### config.mk
export PLATFORM = sky130hd
export DESIGN_NAME = sat_frac_mul
export DESIGN_NICKNAME = d
export VERILOG_FILES = /design/src/rtl/sat_frac_mul_pkg.sv /design/src/rtl/sat_frac_mul_ctrl.sv /design/src/rtl/sat_frac_mul_dp.sv /design/src/rtl/sat_frac_mul.sv
export SDC_FILE = /design/constraint.sdc
export NUM_CORES = 1
export LEC_CHECK = 0
export CORE_ASPECT_RATIO = 0.8
export CORE_MARGIN = 1.5
export CORE_UTILIZATION = 57
export DETAILED_ROUTE_END_ITERATION = 16
export GPL_ROUTABILITY_DRIVEN = 0
export PLACE_DENSITY = 0.77
export SETUP_SLACK_MARGIN = 0.02
export SLEW_MARGIN = 20
export SYNTH_ARGS = -nofsm -noshare
export SYNTH_HDL_FRONTEND = slang
export SYNTH_SLANG_ARGS = --single-unit
### constraint.sdc
create_clock -name clk -period 7.5 [get_ports clk]
set_input_delay 0.75 -clock clk [delete_from_list [all_inputs] [get_ports clk]]
set_output_delay 0.75 -clock clk [all_outputs]
set_load 0.01 [all_outputs]
### src/rtl/sat_frac_mul_pkg.sv
package sat_frac_mul_pkg;
  typedef enum logic [1:0] {
    RND_NEAR_UP   = 2'd0,
    RND_NEAR_EVEN = 2'd1,
    RND_TRUNC     = 2'd2,
    RND_ODD       = 2'd3
  } roundMode_e;

  typedef struct packed {
    logic loadProd;
    logic loadRes;
  } stageStrobes_t;
endpackage

### src/rtl/sat_frac_mul_ctrl.sv
module sat_frac_mul_ctrl
  import sat_frac_mul_pkg::*;
(
  input  logic          clk,
  input  logic          rstN,
  input  logic          inValid,
  input  logic          satClear,
  input  logic          satDetect,
  output stageStrobes_t strobes,
  output logic          outValid,
  output logic          satFlag
);
  logic prodValid;

  always_ff @(posedge clk) begin
    if (!rstN) begin
      prodValid <= 1'b0;
      outValid  <= 1'b0;
      satFlag   <= 1'b0;
    end else begin
      prodValid <= inValid;
      outValid  <= prodValid;
      satFlag   <= (satFlag & ~satClear) | (prodValid & satDetect);
    end
  end

  always_comb begin
    strobes.loadProd = inValid;
    strobes.loadRes  = prodValid;
  end
endmodule

### src/rtl/sat_frac_mul_dp.sv
module sat_frac_mul_dp
  import sat_frac_mul_pkg::*;
#(
  parameter int SEW = 16
) (
  input  logic            clk,
  input  stageStrobes_t   strobes,
  input  logic            scalarSel,
  input  logic [SEW-1:0]  vecA,
  input  logic [SEW-1:0]  scalarA,
  input  logic [SEW-1:0]  vecB,
  input  logic [1:0]      roundMode,
  output logic [SEW-1:0]  result,
  output logic            satDetect
);
  localparam int PW = 2 * SEW;
  localparam int D  = SEW - 1;
  localparam logic signed [PW:0] MAXV = {{(PW - SEW + 2){1'b0}}, {(SEW - 1){1'b1}}};
  localparam logic signed [PW:0] MINV = {{(PW - SEW + 2){1'b1}}, {(SEW - 1){1'b0}}};

  logic signed [SEW-1:0] opA;
  logic signed [PW-1:0]  prodQ;
  roundMode_e            modeQ;
  logic signed [PW-1:0]  shifted;
  logic signed [PW:0]    sum;
  logic                  incr;
  logic                  halfBit, keepLsb, restNz;
  logic [SEW-1:0]        clamped;

  assign opA = scalarSel ? scalarA : vecA;

  always_ff @(posedge clk) begin
    if (strobes.loadProd) begin
      prodQ <= opA * $signed(vecB);
      modeQ <= roundMode_e'(roundMode);
    end
  end

  always_comb begin
    halfBit = prodQ[D-1];
    keepLsb = prodQ[D];
    restNz  = |prodQ[D-2:0];
    unique case (modeQ)
      RND_NEAR_UP:   incr = halfBit;
      RND_NEAR_EVEN: incr = halfBit & (keepLsb | restNz);
      RND_TRUNC:     incr = 1'b0;
      default:       incr = ~keepLsb & (halfBit | restNz);
    endcase
    shifted = prodQ >>> D;
    sum     = {shifted[PW-1], shifted} + {{PW{1'b0}}, incr};
    if (sum > MAXV) begin
      clamped   = MAXV[SEW-1:0];
      satDetect = 1'b1;
    end else if (sum < MINV) begin
      clamped   = MINV[SEW-1:0];
      satDetect = 1'b1;
    end else begin
      clamped   = sum[SEW-1:0];
      satDetect = 1'b0;
    end
  end

  always_ff @(posedge clk) begin
    if (strobes.loadRes) result <= clamped;
  end
endmodule

### src/rtl/sat_frac_mul.sv
module sat_frac_mul
  import sat_frac_mul_pkg::*;
#(
  parameter int SEW = 16
) (
  input  logic           clk,
  input  logic           rstN,
  input  logic           inValid,
  input  logic           scalarSel,
  input  logic [SEW-1:0] vecA,
  input  logic [SEW-1:0] scalarA,
  input  logic [SEW-1:0] vecB,
  input  logic [1:0]     roundMode,
  input  logic           satClear,
  output logic           outValid,
  output logic [SEW-1:0] result,
  output logic           satFlag
);
  stageStrobes_t strobes;
  logic          satDetect;

  sat_frac_mul_ctrl u_ctrl (
    .clk(clk), .rstN(rstN), .inValid(inValid), .satClear(satClear),
    .satDetect(satDetect), .strobes(strobes), .outValid(outValid),
    .satFlag(satFlag)
  );

  sat_frac_mul_dp #(.SEW(SEW)) u_dp (
    .clk(clk), .strobes(strobes), .scalarSel(scalarSel), .vecA(vecA),
    .scalarA(scalarA), .vecB(vecB), .roundMode(roundMode),
    .result(result), .satDetect(satDetect)
  );
endmodule

### Word level (Yosys, flattened, before mapping)

Index checks and enable logic that the tools add are counted.

* bits in registers: 53
* input port bits: 55
* output and inout bits: 18
* logic and storage cells: 28

* add/subtract/negate cells: 1
* multipliers: 1
* $lt $le $gt $ge: 2
* eq/ne operators: 2
* multiplexer cells: 5
* bitwise gates (word level): 9
* reductions and logical operators: 2

Operators by type and width (count)
* $gt 33x16->1 const B: 1
* $lt 33x16->1 const B: 1
* $mul 16x16->32: 1
* $mux 16: 2
* $add 17x2->18: 1
* $reduce_or 14->1: 1
* $and 1x1->1: 4
* $or 1x1->1: 3
* $pmux 1 s3: 1
* $eq 2x1->1 const B: 1
* $eq 2x2->1 const B: 1
* $logic_not 2->1: 1
* $mux 1: 2
* $not 1->1: 2

### Logic depth before layout (Yosys ltp)

* depth after elaboration: 10
* mapped depth: 25
* mapped depth without buffers: 22

### By module

From an unflattened synthesis, not the netlist that was laid out.

* cell total of the unflattened synthesis: 1263
* area total of the unflattened synthesis: 12155.4 um^2

By module, submodules not included
* sat_frac_mul_dp: instances 1, cells each 1253, area each 12050.3 um^2
* sat_frac_mul_ctrl: instances 1, cells each 10, area each 105.1 um^2

### Worst setup path before layout

OpenSTA, ideal clock, no wires.

* path kind: input to register
* start: input port scalarSel
* end: register u_dp.prodQ[30] (data pin)
* arrival: 6.903 ns
* required time: 7.240 ns
* setup slack: 0.337 ns
* stages on the path: 23
* path through: clkbuf_1 buf_2 mux2_2 clkbuf_1 and2_1 fa_1 inv_1 fa_1 fa_1 fa_1 inv_1 fa_1 inv_1 fa_1 inv_1 ha_1 a21oi_1 o21ai_0 a311oi_1 a211oi_1 o31ai_1 mux2i_1 nand2_1

* longest elaborated chain between the ends: 2

RTL lines
* start, declared: RTL line sat_frac_mul.sv:9 `input logic scalarSel,`
* $mux 16: RTL line sat_frac_mul_dp.sv:30 `assign opA = scalarSel ? scalarA : vecA;`
* $mul 16x16->32: RTL line sat_frac_mul_dp.sv:34 `prodQ <= opA * $signed(vecB);`
* end signal, assigned: RTL line sat_frac_mul_dp.sv:34
* end, declared: RTL line sat_frac_mul_dp.sv:22 `logic signed [PW-1:0] prodQ;`

Every way passes these cells.
A chain may end at the register's enable or synchronous reset.

### Final worst setup path

* start: input port scalarSel
* end: register u_dp.prodQ[31] (data pin)

Same word-level chain as after synthesis.

==> summary.txt <==
Status
  • Status: completed

Global routing
  • Initial antenna violation count: 0
  • GRT Overall Usage: 26.80%
  • Largest net degree at the start of global routing: 36
  • Gr ovfl total: 0
  • First-pass GRT wire length: roughly 48000 µm
  • Vias in the first global route: around 9900

Worst setup path
  • Reg-to-reg startpoint: u_dp.prodQ[15]
  • Kind of critical path: in -> reg
  • R2r setup slk: 4110 ps
  • Reg2reg end: u_dp.result[5]
  • Required time of the critical path: 7540 ps
  • Crit-path cells: clkdlybuf4s50_1 -> buf_12 -> mux2_2 -> nand2_1 -> inv_1 -> fa_1 -> inv_1 -> buf_4 -> fa_1 -> inv_1 -> fa_1 -> fa_1 -> fa_1 -> inv_1 -> fa_1 -> inv_1 -> ha_1 -> buf_4 -> nand4_1 -> o21bai_1 -> a21oi_1 -> o2bb2ai_2 -> o21ai_0 -> a311oi_1
  • R2R depth: 10
  • Critical Path End Type: register
  • CP bufs+invs: 9
  • CP Max Fanout: 16
  • Critical Path Source Type: primary input
  • Critical path depth in cells: 24
  • Slowest cell on the critical path: fa_1
  • Critical Path Start: scalarSel
  • Worst setup path end: u_dp.prodQ[31]
  • CP dominant cell by count: fa_1
  • Data arrival, critical path: 7230 ps
  • Slowest stage delay, CP: 620 ps
  • Cell family with most CP delay: adder cells

Synthesis
  • Post-synthesis sequential area ratio: roughly an eighth
  • Synth Instances: roughly 1300
  • Syn. warnings: 0
  • Synth Net Count: 1705
  • Post-Syn Area: 12410 µm²
  • Post-synth ARST share: 0%
  • Count of cell types in the netlist: 55
  • Register bit total from synthesis: 53
  • EDFF count, synth: 50
  • Most used flip-flop cell after synthesis: edfxtp_1
  • Avg Cell Area, Syn: 9.516 µm²

Route
  • Pre-Repair DR Iteration Count: 5
  • Initial DRC Count: between 600 and 700
  • WL per Instance: 16.44 µm
  • Drt total wl: 27610 µm
  • Post-DRT Antenna Nets: 0
  • Residual DRC: 0
  • Vias: 9005
  • DR vias/cell: 5.360

Cells and area
  • Fillers: 1711
  • # diodes: 0
  • Final net count: 1805
  • Area delta synth->final: 12.63%
  • Most common cell after layout, fill and taps aside: inv_1
  • Share of cells above drive strength 1: 7.331%
  • Most frequent cells in the layout: inv_1, fa_1, nand2_1
  • Post-layout util: 65.19%

Floorplan
  • Die X: 168.0 µm
  • # rows: 48
  • Boundary Pins: 73
  • Die Y: 135.0 µm
  • Starting density of the core: approximately 58%
  • Die area: around 23000 µm²
  • Core ar.: 21440 µm²

Clocking
  • Setup bufs post-CTS: 0
  • Clock Latency Late Sink: 300 ps
  • Sink Count: 53
  • Cts hold-fix bufs: 0
  • Clk Tree Root Cell: clkbuf_16
  • # resized after CTS: 0
  • TritonCTS buffer count: 5
  • Bufs on Longest Clock Path: 2
  • H-tree lvl count: 2
  • CTS tree: done
  • CTS clk-pin slew, worst paths: 70 ps

Timing
  • Setup TNS: 0 ps
  • Skew final: 11.18 ps
  • Final setup viols: 0
  • Slew @ Worst Pin: 795.8 ps
  • Max-Slew Margin vs Limit: 46.72%
  • Final hold vios: 0
  • Fmax: between 100 and 150 MHz
  • Post-route setup slack: 307.2 ps
  • Minimum clock period: around 7200 ps
  • Hold WS: 643.9 ps
  • Fin crit share: 95.90%
  • Final Max Slew Viols: 0

Flow run
  • MaxCap Viol Count: 0

Hold path
  • Hold WC Path Type: reg -> reg

Placed design
  • Final HPWL DP: about 24000 µm
  • Placement Setup Slack: -61.39 ps
  • Number of buffers added on ports: 72
==> worst min-delay path by stage <==
stage | slack, ps | start | endpoint | depth (start not counted)
3_3_place_gp | 610 | u_ctrl.satFlag | u_ctrl.satFlag | 3
4_1_cts | 650 | u_ctrl.satFlag | u_ctrl.satFlag | 3
2_1_floorplan | 610 | u_dp.prodQ[30] | u_dp.result[15] | 1
3_5_place_dp | 640 | u_ctrl.satFlag | u_ctrl.satFlag | 3
5_1_grt | 680 | u_ctrl.satFlag | u_ctrl.satFlag | 3
6_report | 640 | u_ctrl.satFlag | u_ctrl.satFlag | 3
==> per-stage QoR <==
stage,area [µm²],instances
2_1_floorplan,12410,1304
3_3_place_gp,13780,1672
3_5_place_dp,13780,1672
4_1_cts,13940,1680
5_1_grt,13980,1680
6_report,13980,1680
==> cells by family after synthesis <==
logic type	share of synthesized area, %
compound gates	6.110
flops	12.58
fa+ha+maj	50.74
xor+xnor	2.964
buf+inv	11.68
mux	1.603
simple gates	14.33
==> registers in the layout (all words and copies together), names as in the netlist <==
register and cells:
u_dp.prodQ 32, u_dp.result 16, u_dp.modeQ 2, u_ctrl.outValid 1, u_ctrl.prodValid 1, u_ctrl.satFlag 1
==> worst min-delay path, cell delays in order, from the launching register on <==
cell and delay (ps):
dfxtp_1 310, nor2b_1 140, nor2_1 80, a21oi_1 70
==> cells in the mapped netlist (31+ instances only) <==
| cell | n | share of area, % |
|---|---|---|
| nand2_1 | 130 | 3.9 |
| clkbuf_1 | 34 | 1.0 |
| fa_1 | 262 | 42 |
| a21oi_1 | 31 | 1.3 |
| and2_1 | 118 | 5.9 |
| inv_1 | 345 | 10 |
| nor2_1 | 31 | 0.94 |
| edfxtp_1 | 50 | 12 |
| xnor2_1 | 31 | 2.2 |
| o21ai_0 | 31 | 1.3 |
| ha_1 | 84 | 8.5 |
==> final cells by class <==
class	count	area, µm²	area share (%)
timing repair buffer	131	1176	8.415
sequential	53	1562	11.17
tap	275	344.1	2.462
clock inverter	2	38.79	0.2775
multi-input combinational	868	9433	67.49
inverter	345	1295	9.265
clock buffer	6	128.9	0.9220
==> per-layer routing <==
metal	routed length, µm	GRT usage [%]
met1	11390	34.38
met3	1746	4.953
met5	0	0
met4	761	7.858
met2	13710	46.81
Power is not shown: default switching activity piles up to over one toggle a cycle in this logic, so the estimate is an artifact.
